[config.mk]
export PLATFORM = sky130hd
export DESIGN_NAME = led_status_ctl
export DESIGN_NICKNAME = d
export VERILOG_FILES = /design/src/rtl/led_ctl_pkg.sv /design/src/rtl/led_tick_gen.sv /design/src/rtl/led_evt_qualify.sv /design/src/rtl/led_blink_seq.sv /design/src/rtl/led_status_ctl.sv
export SDC_FILE = /design/constraint.sdc
export NUM_CORES = 1
export LEC_CHECK = 0
export BUFFER_PORTS_ARGS = -buffer_cell sky130_fd_sc_hd__buf_2
export CAP_MARGIN = 20
export CORE_AREA = 2 2 58 60
export DETAILED_ROUTE_END_ITERATION = 10
export DIE_AREA = 0 0 60 62
export HOLD_SLACK_MARGIN = 0.03
export PLACE_DENSITY = 0.73
export REMOVE_ABC_BUFFERS = 1
export SLEW_MARGIN = 20
export SYNTH_ARGS = -nofsm -noshare
export SYNTH_HDL_FRONTEND = slang
export SYNTH_SLANG_ARGS = --single-unit
[constraint.sdc]
create_clock -name clk -period 1.7 [get_ports clk]
set_input_delay 0 -clock clk [delete_from_list [all_inputs] [get_ports clk]]
set_output_delay 0 -clock clk [all_outputs]
set_load 0.02 [all_outputs]
[src/rtl/led_ctl_pkg.sv]
// Shared types for the activity/link LED controller.
// Assumes the mode encoding below is fixed by the register that drives it.
package led_ctl_pkg;
    typedef enum logic [1:0] {
        LM_RX   = 2'b00,
        LM_TX   = 2'b01,
        LM_BOTH = 2'b10,
        LM_LINK = 2'b11
    } led_mode_e;

    typedef enum logic [1:0] {
        PH_IDLE = 2'b00,
        PH_DARK = 2'b01,
        PH_LIT  = 2'b10
    } led_phase_e;
endpackage

[src/rtl/led_tick_gen.sv]
// Free-running prescaler: one-clock tick every TICK_DIV clocks.
// Assumes TICK_DIV >= 1; the first tick comes TICK_DIV clocks after reset.
module led_tick_gen #(
    parameter int TICK_DIV = 125000
) (
    input  logic clk,
    input  logic rst_n,
    output logic tick_o
);
    localparam int CW = (TICK_DIV > 1) ? $clog2(TICK_DIV) : 1;

    logic [CW-1:0] cnt_q;

    // Terminal count marks the tick.
    assign tick_o = (cnt_q == CW'(TICK_DIV - 1));

    // Count clocks, wrap on tick.
    always_ff @(posedge clk) begin
        if (!rst_n) begin
            cnt_q <= '0;
        end else if (tick_o) begin
            cnt_q <= '0;
        end else begin
            cnt_q <= cnt_q + 1'b1;
        end
    end
endmodule

[src/rtl/led_evt_qualify.sv]
// Picks the traffic events that count in the current mode, flags aborts
// (mode change, or link lost in link mode) and gives the idle LED level.
// Assumes rx/tx events are single-clock pulses synchronous to clk.
module led_evt_qualify
    import led_ctl_pkg::*;
(
    input  logic      clk,
    input  logic      rst_n,
    input  led_mode_e mode_i,
    input  logic      link_i,
    input  logic      rx_i,
    input  logic      tx_i,
    output logic      act_o,
    output logic      abort_o,
    output logic      idle_lit_o
);
    led_mode_e mode_q;

    // Remember last clock's mode to see a change.
    always_ff @(posedge clk) begin
        if (!rst_n) begin
            mode_q <= LM_RX;
        end else begin
            mode_q <= mode_i;
        end
    end

    // Event selection by mode.
    always_comb begin
        unique case (mode_i)
            LM_RX:   act_o = rx_i;
            LM_TX:   act_o = tx_i;
            default: act_o = rx_i | tx_i;
        endcase
    end

    // Abort and idle level.
    always_comb begin
        abort_o    = (mode_i != mode_q) || ((mode_i == LM_LINK) && !link_i);
        idle_lit_o = (mode_i == LM_LINK) && link_i;
    end
endmodule

[src/rtl/led_blink_seq.sv]
// Blink sequencer: on a tick with a pending request it runs DARK_TICKS ticks
// of LED-off then LIT_TICKS ticks of LED-on; a request pending at the end of
// the lit phase restarts the dark phase on the same tick.
// Assumes DARK_TICKS and LIT_TICKS are at least 1.
module led_blink_seq
    import led_ctl_pkg::*;
#(
    parameter int DARK_TICKS = 100,
    parameter int LIT_TICKS  = 12
) (
    input  logic clk,
    input  logic rst_n,
    input  logic tick_i,
    input  logic act_i,
    input  logic abort_i,
    output logic dark_o,
    output logic lit_o
);
    localparam int MAXT = (DARK_TICKS > LIT_TICKS) ? DARK_TICKS : LIT_TICKS;
    localparam int RW   = (MAXT > 1) ? $clog2(MAXT) : 1;
    localparam logic [RW-1:0] DARK_LAST = RW'(DARK_TICKS - 1);
    localparam logic [RW-1:0] LIT_LAST  = RW'(LIT_TICKS - 1);

    led_phase_e    phase_q, phase_d;
    logic [RW-1:0] rem_q, rem_d;
    logic          pend_q, pend_d;
    logic          consume;

    // Next phase, remaining ticks and pending request.
    always_comb begin
        phase_d = phase_q;
        rem_d   = rem_q;
        consume = 1'b0;
        if (tick_i) begin
            unique case (phase_q)
                PH_IDLE: begin
                    if (pend_q) begin
                        phase_d = PH_DARK;
                        rem_d   = DARK_LAST;
                        consume = 1'b1;
                    end
                end
                PH_DARK: begin
                    if (rem_q == '0) begin
                        phase_d = PH_LIT;
                        rem_d   = LIT_LAST;
                    end else begin
                        rem_d = rem_q - 1'b1;
                    end
                end
                PH_LIT: begin
                    if (rem_q != '0) begin
                        rem_d = rem_q - 1'b1;
                    end else if (pend_q) begin
                        phase_d = PH_DARK;
                        rem_d   = DARK_LAST;
                        consume = 1'b1;
                    end else begin
                        phase_d = PH_IDLE;
                        rem_d   = '0;
                    end
                end
                default: begin
                    phase_d = PH_IDLE;
                    rem_d   = '0;
                end
            endcase
        end
        pend_d = (pend_q && !consume) || act_i;
        if (abort_i) begin
            phase_d = PH_IDLE;
            rem_d   = '0;
            pend_d  = 1'b0;
        end
    end

    // State registers.
    always_ff @(posedge clk) begin
        if (!rst_n) begin
            phase_q <= PH_IDLE;
            rem_q   <= '0;
            pend_q  <= 1'b0;
        end else begin
            phase_q <= phase_d;
            rem_q   <= rem_d;
            pend_q  <= pend_d;
        end
    end

    // Phase flags for the output mux.
    assign dark_o = (phase_q == PH_DARK);
    assign lit_o  = (phase_q == PH_LIT);
endmodule

[src/rtl/led_status_ctl.sv]
// Top: activity LED per 2-bit mode plus infrastructure link LED, both
// active low. Assumes event inputs are synchronous single-clock pulses.
module led_status_ctl
    import led_ctl_pkg::*;
#(
    parameter int TICK_DIV   = 125000,
    parameter int DARK_TICKS = 100,
    parameter int LIT_TICKS  = 12
) (
    input  logic       clk,
    input  logic       rst_n,
    input  logic [1:0] mode,
    input  logic       link_up,
    input  logic       infra_up,
    input  logic       rx_evt,
    input  logic       tx_evt,
    output logic       led_act_n,
    output logic       led_stat_n
);
    logic tick;
    logic act;
    logic abort;
    logic idle_lit;
    logic blink_dark;
    logic blink_lit;

    led_tick_gen #(.TICK_DIV(TICK_DIV)) tick_i (
        .clk    (clk),
        .rst_n  (rst_n),
        .tick_o (tick)
    );

    led_evt_qualify qual_i (
        .clk        (clk),
        .rst_n      (rst_n),
        .mode_i     (led_mode_e'(mode)),
        .link_i     (link_up),
        .rx_i       (rx_evt),
        .tx_i       (tx_evt),
        .act_o      (act),
        .abort_o    (abort),
        .idle_lit_o (idle_lit)
    );

    led_blink_seq #(.DARK_TICKS(DARK_TICKS), .LIT_TICKS(LIT_TICKS)) seq_i (
        .clk     (clk),
        .rst_n   (rst_n),
        .tick_i  (tick),
        .act_i   (act),
        .abort_i (abort),
        .dark_o  (blink_dark),
        .lit_o   (blink_lit)
    );

    // Activity LED: blink phases override the idle level.
    always_comb begin
        if (blink_lit) begin
            led_act_n = 1'b0;
        end else if (blink_dark) begin
            led_act_n = 1'b1;
        end else begin
            led_act_n = !idle_lit;
        end
    end

    // Infrastructure LED lit while that link is up.
    assign led_stat_n = !infra_up;
endmodule

==> summary.txt, run 1 <==
Yosys
  • YS warnings: 0
  • Yosys cell types: 45
  • Synth Area per Inst: roughly 8.5 µm²
  • Sequential share of the synthesized area: 0.363
  • Syn Inst Count: 189
  • Synth Cell Area: between 1500 and 2000 µm²
  • Async set-reset flop share out of synthesis: 0
  • Post-synthesis register bit count: 29
  • Most used flip-flop cell after synthesis: dfxtp_1
  • Post-synth EDFFs: 0

Power
  • Sw Pwr: around 0.29 mW
  • Worst VDD drop: between 500 and 600 µV
  • Total power: approximately 1.3 mW
  • Int Power: between 0.9 and 1 mW
  • Clk pwr share: 0.382
  • P_leak: 0.799 nW
  • PwrDens: approximately 600 nW/µm²
  • Sequential Power Share: 0.556
  • Combinational share of power: 0.062
  • Net Sw Frac: 0.229

Floorplanning
  • DIE AREA: 3720 µm²
  • Core Area: around 3200 µm²
  • Initial core utilization: 0.503
  • Die Width: around 60 µm
  • FP Rows: 21
  • Top-level I/O count: 10
  • Die Y: ~62 µm

GRT
  • Total gr overflow: 0
  • Vias in the first global route: approximately 1,600
  • GRT Util Overall: 0.244
  • Largest net degree at the start of global routing: 17
  • Initial antenna violation count: 0
  • First-pass GRT wire length: roughly 6.7 mm

Setup path
  • Worst path slowest cell: dfxtp_2
  • WP data required: 1.92 ns
  • Critical Path Start Type: flop
  • Crit Path Class: flop to flop
  • Worst Path Buf+Inv: 1
  • Worst path cell trace: buf_4 -> nor4_1 -> nand4_1 -> nor2_2 -> o311a_1 -> a21oi_1
  • Max incr delay on CP: approximately 0.35 ns
  • CP delay by family, top: simple AND/OR/NAND/NOR gates
  • Crit path DAT: approximately 1.9 ns
  • Max FO, Critical Path: 6
  • Worst R2R Start: tick_i.cnt_q[3]
  • Worst Setup End Kind: flop
  • CP startpoint: tick_i.cnt_q[3]

Clock tree
  • Root buffer cell: clkbuf_4
  • CTS buffer count: 5
  • Max Buffers Root-to-Sink: 2
  • H-tree level count: 2
  • TritonCTS clock tree: built
  • Later-pin clock latency in the skew report: 0.32 ns
  • CTS sink cnt: 29
  • Clk slew on worst S/H paths: about 0.090 ns

Detailed routing
  • Routed wl met3: around 170 µm
  • DRT iter0 DRCs: between 100 and 150
  • Wire length on met2: 2.18 mm
  • Post-route ant nets: 0
  • Top Metal Used: met4
  • Vias per cell: 5.63
  • WL per Instance: ~14 µm
  • Wl on met1: approximately 1.5 mm
  • # DRC: 0
  • Via count: approximately 1,600
  • Post-Route WL: 4.03 mm
  • Pre-antenna DRT Iters: 5

STA
  • Worst slew margin: 0.559
  • Setup ws final: 0.0307 ns
  • Measured slew at the worst slew-check pin: around 0.66 ns
  • Clk_skew: 0.00290 ns
  • Period utilization: 0.982
  • Final hold viol count: 0
  • Pins over their slew limit: 0
  • Clock period minus worst slack: about 1.7 ns
  • Highest Clock Rate: ~0.60 GHz
  • RSZ-0062 raised after global routing: true
  • Final setup fails: 0

Place
  • GP Congestion: ~0.9
  • Place WS: between 0.003 and 0.004 ns
  • Placed insts: 261
  • PortBufs: 9
  • DP Wirelength: approximately 2.9 mm

Hold path
  • HP Start: infra_up
  • Worst hold-check path type: input port to output port

Finish
  • Final std cells w/o fill: ~280
  • Most frequent cells in the layout: nor2_1 (25), buf_4 (24), dfxtp_1 (24), nand2_1 (14), a21oi_1 (11)
  • Commonest non-fill, non-tap cell in the layout: nor2_1
  • Share of cells above drive strength 1: 0.318
  • Fillers: ~280
  • Diodes inserted: 0
  • Layout area overhead: 30.0%
  • Nets: around 240

Outcome
  • Status: finished clean

Flow run
  • Max cap viols: 0
what timing repair did:
action,in CTS,in global routing
setup endpoints to repair,2,14
pin swaps,0,10
hold buffers,5,0
resized for setup,2,23
buffers inserted,0,5
endpoints found under the hold margin,4,0
metal layers:
metal | vias to the layer above | track usage
met5 | - | 0
met4 | 0 | 0.159
met3 | 14 | 0.0621
met1 | 740 | 0.245
met2 | 49 | 0.449
li1 | 768 | -
synthesized netlist by cell type (all sizes together), types with 2 or more instances:
cell type	instances	area share
o2111ai	2	0.011
nand3	8	0.025
xor2	9	0.049
or3	4	0.016
and2	5	0.020
o21ai	8	0.025
nand4	7	0.035
inv	9	0.021
or2	4	0.016
nor4	7	0.046
nand2	15	0.035
a211o	2	0.011
nor2	26	0.061
nor2b	2	0.0078
ha	3	0.023
a211oi	3	0.014
nor4b	2	0.015
and4	2	0.011
a31o	2	0.011
dfxtp	29	0.36
buf	3	0.013
a21o	2	0.0094
a21oi	11	0.034
xnor2	7	0.038
a31oi	2	0.0078
worst register-to-register path, stage by stage (launching register included):
cell     delay, ns
dfxtp_2       0.35
buf_4         0.15
nor4_1        0.31
nand4_1       0.26
nor2_2        0.25
o311a_1       0.20
a21oi_1       0.06
cell type report:
type	count	area [µm²]	area share
sequential	29	589	0.284
clock buffer	7	65.1	0.0313
tap	46	57.6	0.0277
timing repair buffer	40	298	0.143
inverter	9	33.8	0.0163
multi-input combinational	147	1030	0.495
clock inverter	1	5.00	0.00241
per-stage QoR:
stage / hold WS, ns / utilization / cell area (µm²) / setup TNS [ns]
finish: 0.240 / 0.654 / 2080 / 0
detailed placement: 0.241 / 0.577 / 1830 / 0
global placement: 0.241 / 0.577 / 1830 / 0
global route: 0.253 / 0.654 / 2080 / -0.165
CTS: 0.212 / 0.618 / 1970 / 0
floorplan: 0.0766 / - / 1570 / -2.04
final timing paths:
kind	endpoint	slack, ns	depth (start not counted)
hold reg to reg	tick_i.cnt_q[0]	0.42	1
setup reg to reg	seq_i.rem_q[5]	0.03	6
setup / recovery	seq_i.rem_q[5]	0.03	6
hold / removal	led_stat_n	0.24	3
power by group through the flow:
stage          Sequential (mW)  Clock (mW)  Combinational (mW)
6_report                 0.695       0.478              0.0779
3_5_place_dp             0.712           0              0.0667
2_1_floorplan            0.711           0              0.0379
5_1_grt                  0.697       0.529              0.0854
3_3_place_gp             0.712           0              0.0629
4_1_cts                  0.696       0.497              0.0768
cell families (layout without fill, tap and decap cells):
kind of cell,after synthesis,in the layout,synth area share
fa+ha+maj,4,4,0.0297
simple gates,87,87,0.309
compound gates,38,38,0.160
flops,29,29,0.363
buf+inv,13,57,0.0368
mux,2,2,0.0133
xor+xnor,16,16,0.0876
state kept, by name, summed over array words and instances (netlist names):
signal	flops
qual_i.mode_q	2
tick_i.cnt_q	17
seq_i.rem_q	7
seq_i.pend_q	1
seq_i.phase_q	2
No activity file was read; power rests on OpenSTA's default activity.
==> inputs of run 2 (changes only) <==
CORE_AREA = 2 2 71 73   (was 2 2 58 60)
DIE_AREA = 0 0 73 75   (was 0 0 60 62)
PLACE_DENSITY = not set   (was 0.73)
SYNTH_HIERARCHICAL = 1   (was not set)
==> run 2 against run 1 <==
The run now ends with setup timing left. Core utilization decreased by 15 points. Worst hold slack worse by 0.18 ns. Clock-buffer cell count decreased by 1. Sequential power hardly changed. Clock power up 59%. Clock skew grew 0.0089 ns.
==> summary.txt, run 2 <==
STA
  • Final hold viol count: 0 (unchanged)
  • Highest Clock Rate: 0.465 GHz (was 0.599 GHz)
  • Hold Slack: 0.0636 ns (was 0.240 ns)
  • Period utilization: 1.26 (was 0.982)
  • Measured slew at the worst slew-check pin: 0.526 ns (was 0.662 ns)
  • RSZ-0062 raised after global routing: true (unchanged)
  • Setup ws final: -0.449 ns (was 0.0307 ns)
  • Clk_skew: 0.0118 ns (was 0.00290 ns)
  • Worst slew margin: 0.647 (was 0.559)
  • Pins over their slew limit: 0 (unchanged)
  • Clock period minus worst slack: 2.15 ns (was 1.67 ns)
  • Final setup fails: 27 (was 0)

Hold path
  • HP Start: rx_evt (was infra_up)
  • Worst hold-check path type: input port to flop (was input port to output port)
  • Hold Path Sink: seq_i/pend_q (was led_stat_n)
  • Min-Delay Path Depth: 5 (was 3)

Outcome
  • Status: finished with violations (was finished clean)
  • Failing checks: setup timing

Detailed routing
  • Pre-antenna DRT Iters: 4 (was 5)
  • Wire length on met2: 1.93 mm (was 2.18 mm)
  • Via count: 1,610 (was 1,571)
  • Top Metal Used: met4 (unchanged)
  • Routed wl met3: 147 µm (was 171 µm)
  • Vias per cell: 5.33 (was 5.63)
  • Wl on met1: 1.97 mm (was 1.53 mm)
  • Post-route ant nets: 0 (unchanged)
  • DRT iter0 DRCs: 30 (was 124)
  • WL per Instance: 13.7 µm (was 14.4 µm)
  • Post-Route WL: 4.13 mm (was 4.03 mm)
  • # DRC: 0 (unchanged)

Finish
  • Most frequent cells in the layout: buf_4 (40), dfxtp_1 (25), nor2_1 (19), a21oi_1 (11) (was nor2_1 (25), buf_4 (24), dfxtp_1 (24), nand2_1 (14), a21oi_1 (11))
  • Top Registers: tick_i/cnt_q x17, seq_i/rem_q x7 (was tick_i.cnt_q x17, seq_i.rem_q x7)
  • Register area: 586 µm² (was 589 µm²)
  • Layout area overhead: 47.5% (was 30.0%)
  • Max reg flops: 17 (unchanged)
  • Fillers: 408 (was 276)
  • Nets: 259 (was 243)
  • Finished Cell Area: 2370 µm² (was 2080 µm²)
  • Share of cells above drive strength 1: 0.379 (was 0.318)
  • Final Util: 0.508 (was 0.654)
  • Largest Register: tick_i/cnt_q (was tick_i.cnt_q)
  • Multi-input logic area: 1050 µm² (was 1030 µm²)
  • Diodes inserted: 0 (unchanged)
  • Commonest non-fill, non-tap cell in the layout: buf_4 (was nor2_1)

Yosys
  • Async set-reset flop share out of synthesis: 0 (unchanged)
  • Post-synth EDFFs: 0 (unchanged)
  • Synth top area share: 0.362 (was 0.363)
  • Yosys cell types: 51 (was 45)
  • Most frequent cell after synthesis: dfxtp_1 (unchanged)
  • Cell taking the most area after synthesis: dfxtp_1 (unchanged)
  • Synth Cell Area: 1610 µm² (was 1600 µm²)
  • Synth Area per Inst: 8.45 µm² (was 8.46 µm²)
  • YS warnings: 6 (was 0)
  • Commonest cells in the netlist: dfxtp_1 (29), nor2_1 (20), a21oi_1 (13), nand3_1 (12), nand2_1 (11) (was dfxtp_1 (29), nor2_1 (26), nand2_1 (15), a21oi_1 (11))
  • Syn Inst Count: 190 (was 189)
  • Post-synthesis register bit count: 29 (unchanged)
  • Sequential share of the synthesized area: 0.362 (was 0.363)
  • Most used flip-flop cell after synthesis: dfxtp_1 (unchanged)
  • Area contributors post-synth: dfxtp_1 (36%), nor2_1 (4.7%), xnor2_1 (4.4%) (was dfxtp_1 (36%), nor2_1 (6.1%), xor2_1 (4.9%))

Clock tree
  • Max Buffers Root-to-Sink: 2 (unchanged)
  • CTS buffer count: 5 (unchanged)
  • Root buffer cell: clkbuf_8 (was clkbuf_4)
  • H-tree level count: 2 (unchanged)
  • Clk slew on worst S/H paths: 0.07 ns (was 0.09 ns)
  • Later-pin clock latency in the skew report: 0.29 ns (was 0.32 ns)
  • CTS sink cnt: 29 (unchanged)
  • TritonCTS clock tree: built (unchanged)

Setup path
  • Critical Path Start Type: flop (unchanged)
  • Crit Path Class: flop to flop (unchanged)
  • R2R cell count: 6 (unchanged)
  • Critical R2R Capture: seq_i/rem_q[6] (was seq_i.rem_q[5])
  • Worst R2R Start: tick_i/cnt_q[9] (was tick_i.cnt_q[3])
  • Worst path cell trace: or4b_4 -> nor4_4 -> buf_4 -> nand3b_1 -> or4b_4 -> nand3_2 (was buf_4 -> nor4_1 -> nand4_1 -> nor2_2 -> o311a_1 -> a21oi_1)
  • Worst Setup End Kind: flop (unchanged)
  • Most frequent CP cell: or4b_4
  • Worst reg2reg setup slack: -0.45 ns (was 0.03 ns)
  • Crit path DAT: 2.38 ns (was 1.89 ns)
  • Max incr delay on CP: 0.59 ns (was 0.35 ns)
  • Worst path slowest cell: or4b_4 (was dfxtp_2)
  • WP data required: 1.93 ns (was 1.92 ns)
  • Max FO, Critical Path: 4 (was 6)

Power
  • Net Sw Frac: 0.215 (was 0.229)
  • PwrDens: 664 nW/µm² (was 602 nW/µm²)
  • Clk pwr share: 0.483 (was 0.382)
  • P_leak: 0.963 nW (was 0.799 nW)
  • Sw Pwr: 0.338 mW (was 0.286 mW)
  • Int Power: 1.23 mW (was 0.965 mW)
  • Combinational share of power: 0.074 (was 0.062)
  • Worst VDD drop: 710 µV (was 523 µV)
  • Sequential Power Share: 0.443 (was 0.556)

GRT
  • GRT Util Overall: 0.159 (was 0.244)
  • Total gr overflow: 0 (unchanged)
  • First-pass GRT wire length: 6.82 mm (was 6.69 mm)
  • Vias in the first global route: 1,572 (was 1,571)
  • Largest net degree at the start of global routing: 11 (was 17)
  • Initial antenna violation count: 0 (unchanged)

Floorplanning
  • Top-level I/O count: 10 (unchanged)
  • Core Area: 4660 µm² (was 3180 µm²)
  • Die Width: 73 µm (was 60 µm)
  • Die Y: 75 µm (was 62 µm)
  • DIE AREA: 5480 µm² (was 3720 µm²)
  • FP Rows: 25 (was 21)
  • Initial core utilization: 0.344 (was 0.503)

Flow run
  • Max cap viols: 0 (unchanged)

Place
  • GP Congestion: 0.801 (was 0.902)
  • DP Wirelength: 2.52 mm (was 2.90 mm)
  • Placed Instance Area: 1950 µm² (was 1830 µm²)
  • Place WS: -0.435 ns (was 0.00371 ns)
  • PortBufs: 9 (unchanged)
## run 2: critical path: cells and delay by family (launching register included)
family	cells	cell delay, ns
buffers and inverters	1	0.17
DFF	1	0.32
and+or+nand+nor	5	1.62
## run 2: power groups by stage
stage / Combinational [mW] / Sequential [mW] / Clock [mW]
global placement: 0.0827 / 0.711 / 0
floorplan: 0.0401 / 0.712 / 0
CTS: 0.114 / 0.696 / 0.778
finish: 0.116 / 0.697 / 0.759
global route: 0.127 / 0.698 / 0.800
detailed placement: 0.0833 / 0.711 / 0
## run 2: metal layers
metal	track usage	vias up
li1	-	798
met3	0.0281	8
met5	0	-
met2	0.261	42
met1	0.200	762
met4	0.0864	0
## run 2: layout make-up
type / instances / area share
multi-input cells: 142 / 0.445
flip-flops and latches: 29 / 0.247
repair buffers: 59 / 0.213
clock buffers: 6 / 0.0349
well taps: 54 / 0.0285
clock inverters: 2 / 0.0158
inverters: 10 / 0.0158
## run 2: metrics by stage
step           power, mW  setup TNS, ns  std cells
2_1_floorplan      0.752          -7.09        181
3_3_place_gp       0.794          -2.55        280
3_5_place_dp       0.795          -2.83        280
4_1_cts             1.59          -6.14        299
5_1_grt             1.62          -9.25        302
6_report            1.57          -7.54        302
## run 2: cells by family (layout without fill, tap and decap cells)
kind of cell / count (synthesis) / count (layout) / share of synthesized area
buffers and inverters: 19 / 77 / 0.0530
adder cells (fa/ha/maj): 5 / 5 / 0.0382
XOR/XNOR: 15 / 15 / 0.0818
flip-flops: 29 / 29 / 0.362
AO/OA/AOI/OAI: 42 / 42 / 0.189
AND/OR/NAND/NOR: 80 / 80 / 0.277
## run 2: repair_timing
item	4_1_cts	5_1_grt
hold buffers	4	0
resized for setup	8	22
pin swaps	6	11
setup buffers	6	3
gates cloned	2	0
endpoints found under the hold margin	2	0
endpoints found under the setup margin	27	28
## run 2: worst max-delay path by stage
stage / end / slack [ns] / cells after the start / startpoint
3_5_place_dp: seq_i/rem_q[6] / -0.43 / 7 / tick_i/cnt_q[12]
3_3_place_gp: seq_i/rem_q[6] / -0.40 / 7 / tick_i/cnt_q[12]
2_1_floorplan: seq_i/rem_q[3] / -0.79 / 6 / tick_i/cnt_q[12]
6_report: seq_i/rem_q[6] / -0.45 / 6 / tick_i/cnt_q[9]
4_1_cts: seq_i/rem_q[6] / -0.36 / 6 / tick_i/cnt_q[12]
5_1_grt: seq_i/rem_q[5] / -0.53 / 6 / tick_i/cnt_q[9]
==> inputs of run 3 (changes only) <==
clock period = 2.7 ns   (was 1.7 ns; I/O delays follow)
==> run 3 against run 2 <==
The flow now finishes without violations. Core utilization down 12 points. First-iteration DRC count rose by 27%. Wire length fell by 24%. Power down 47%. Register-to-register slack improved by 0.90 ns. Die area stayed put. Highest routed layer unchanged.
==> summary.txt, run 3 (synthesis gave the netlist of run 2 again) <==
STA
  • Final hold viol count: 0 (unchanged)
  • Measured slew at the worst slew-check pin: 0.656 ns (was 0.526 ns)
  • Pins over their slew limit: 0 (unchanged)
  • RSZ-0062 raised after global routing: false (was true)
  • Clock period minus worst slack: 2.25 ns (was 2.15 ns)
  • Final setup fails: 0 (was 27)
  • Highest Clock Rate: 0.445 GHz (was 0.465 GHz)
  • Clk_skew: 0.00457 ns (was 0.0118 ns)
  • Period utilization: 0.832 (was 1.26)
  • Setup TNS: 0 ns (was -7.54 ns)
  • Worst slew margin: 0.559 (was 0.647)

Finish
  • Top Registers: tick_i/cnt_q x17, seq_i/rem_q x7 (unchanged)
  • Layout area overhead: 13.2% (was 47.5%)
  • Register area: 581 µm² (was 586 µm²)
  • Max reg flops: 17 (unchanged)
  • Diodes inserted: 0 (unchanged)
  • Share of cells above drive strength 1: 0.156 (was 0.379)
  • Multi-input logic area: 940 µm² (was 1050 µm²)
  • Nets: 216 (was 259)
  • Most frequent cells in the layout: dfxtp_1 (29), nor2_1 (20), a21oi_1 (13), nand3_1 (12), nand2_1 (11) (was buf_4 (40), dfxtp_1 (25), nor2_1 (19), a21oi_1 (11))
  • Fillers: 459 (was 408)
  • Commonest non-fill, non-tap cell in the layout: dfxtp_1 (was buf_4)
  • Largest Register: tick_i/cnt_q (unchanged)

Hold path
  • Worst hold-check path type: input port to flop (unchanged)
  • Min-Delay Path Depth: 2 (was 5)
  • Hold Path Sink: qual_i/mode_q[1] (was seq_i/pend_q)
  • HP Start: rst_n (was rx_evt)

GRT
  • Vias in the first global route: 1,314 (was 1,572)
  • Initial antenna violation count: 0 (unchanged)
  • GRT Util Overall: 0.130 (was 0.159)
  • First-pass GRT wire length: 5.68 mm (was 6.82 mm)
  • Largest net degree at the start of global routing: 14 (was 11)
  • Total gr overflow: 0 (unchanged)

Detailed routing
  • Post-Route WL: 3.13 mm (was 4.13 mm)
  • Via count: 1,360 (was 1,610)
  • Vias per cell: 5.25 (was 5.33)
  • # DRC: 0 (unchanged)
  • Post-route ant nets: 0 (unchanged)
  • DRT iter0 DRCs: 38 (was 30)
  • Pre-antenna DRT Iters: 4 (unchanged)
  • WL per Instance: 12.1 µm (was 13.7 µm)

Power
  • PwrDens: 456 nW/µm² (was 664 nW/µm²)
  • P_leak: 0.657 nW (was 0.963 nW)
  • Total power: 0.828 mW (was 1.57 mW)
  • Worst VDD drop: 248 µV (was 710 µV)

Setup path
  • Crit Path Class: flop to flop (unchanged)
  • Critical R2R Capture: seq_i/rem_q[6] (unchanged)
  • WP data required: 2.92 ns (was 1.93 ns)
  • Worst Setup End Kind: flop (unchanged)
  • Worst path slowest cell: or4b_4 (unchanged)
  • Max FO, Critical Path: 8 (was 4)
  • Crit path DAT: 2.46 ns (was 2.38 ns)
  • R2R cell count: 7 (was 6)
  • Worst reg2reg setup slack: 0.45 ns (was -0.45 ns)
  • Critical Path Start Type: flop (unchanged)
  • Max incr delay on CP: 0.51 ns (was 0.59 ns)
  • Worst R2R Start: tick_i/cnt_q[6] (was tick_i/cnt_q[9])
  • Worst path cell trace: or4b_4 -> nor4_1 -> buf_4 -> nand3b_1 -> a211oi_1 -> a41oi_1 -> nand3_1 (was or4b_4 -> nor4_4 -> buf_4 -> nand3b_1 -> or4b_4 -> nand3_2)

Floorplanning
  • Initial core utilization: 0.344 (unchanged)
  • DIE AREA: 5480 µm² (unchanged)
  • FP Rows: 25 (unchanged)
  • Die Y: 75 µm (unchanged)
  • Core Area: 4660 µm² (unchanged)
  • Top-level I/O count: 10 (unchanged)
  • Die Width: 73 µm (unchanged)

Clock tree
  • Clk slew on worst S/H paths: 0.07 ns (about the same)
  • H-tree level count: 2 (unchanged)
  • Later-pin clock latency in the skew report: 0.28 ns (was 0.29 ns)
  • Max Buffers Root-to-Sink: 2 (unchanged)
  • TritonCTS clock tree: built (unchanged)
  • CTS sink cnt: 29 (unchanged)
  • CTS resizes: 0 (was 8)
  • Post-CTS Setup Repair Bufs: 0 (was 6)
  • Root buffer cell: clkbuf_8 (unchanged)
  • CTS buffer count: 5 (unchanged)

Place
  • DP Wirelength: 2.20 mm (was 2.52 mm)
  • GP Congestion: 0.746 (was 0.801)
  • PortBufs: 9 (unchanged)

Flow run
  • Max cap viols: 0 (unchanged)

Outcome
  • Status: finished clean (was finished with violations)
[run 3: changes by cell type in the layout (fill, tap and decap cells not counted), moves of 3 or more]
cell     delta
dfxtp_2     -4
dfxtp_1     +4
buf_4      -36
nand3_2     -3
buf_6       -3
nand3_1     +3
[run 3: worst max-delay path: cells and delay by family, from the launching register on]
family                 cells  cell delay [ns]
buffers and inverters      1             0.19
DFF                        1             0.40
and+or+nand+nor            4             1.04
AOI/OAI and AO/OA          2             0.55
[run 3: layout make-up]
| class | count | area share |
|---|---|---|
| well taps | 54 | 0.0372 |
| clock buffers | 5 | 0.0379 |
| flip-flops and latches | 29 | 0.320 |
| multi-input cells | 142 | 0.517 |
| clock inverters | 3 | 0.00964 |
| inverters | 10 | 0.0207 |
| repair buffers | 16 | 0.0579 |
[run 3: power breakdown]
| group | leakage [nW] | total, mW | internal [mW] | switching (mW) |
|---|---|---|---|---|
| Clock | 0.0439 | 0.344 | 0.177 | 0.167 |
| Sequential | 0.235 | 0.440 | 0.434 | 0.00617 |
| Combinational | 0.379 | 0.0434 | 0.0211 | 0.0224 |
[run 3: through the flow]
stage | instance area [µm²] | worst slack (ns) | utilization | hold WS (ns) | instances
global route | 1820 | 0.256 | 0.390 | 0.0408 | 259
finish | 1820 | 0.453 | 0.390 | 0.0429 | 259
CTS | 1820 | 0.464 | 0.390 | 0.0394 | 259
global placement | 1700 | 0.530 | 0.365 | 0.240 | 248
floorplan | 1560 | 0.207 | - | 0.0766 | 181
detailed placement | 1700 | 0.474 | 0.365 | 0.241 | 248
[run 3: what timing repair did]
action,in CTS,in global routing
endpoints found under the hold margin,2,0
setup endpoints to repair,0,0
hold buffers,3,0
[run 3: how the worst max path moves through the flow]
stage | startpoint | to | slack (ns)
floorplan | tick_i/cnt_q[12] | seq_i/rem_q[3] | 0.21
global placement | tick_i/cnt_q[12] | seq_i/rem_q[6] | 0.53
detailed placement | tick_i/cnt_q[12] | seq_i/rem_q[6] | 0.47
CTS | tick_i/cnt_q[6] | seq_i/rem_q[6] | 0.46
global route | tick_i/cnt_q[6] | seq_i/rem_q[6] | 0.26
finish | tick_i/cnt_q[6] | seq_i/rem_q[6] | 0.45
[run 3: layer usage]
layer  global-route usage  vias to the layer above  share of wire
met5                    0                        -              0
met2                0.199                       24           0.43
li1                     -                      715              -
met4               0.0638                        0          0.011
met1                0.174                      619           0.53
met3               0.0295                        2          0.029
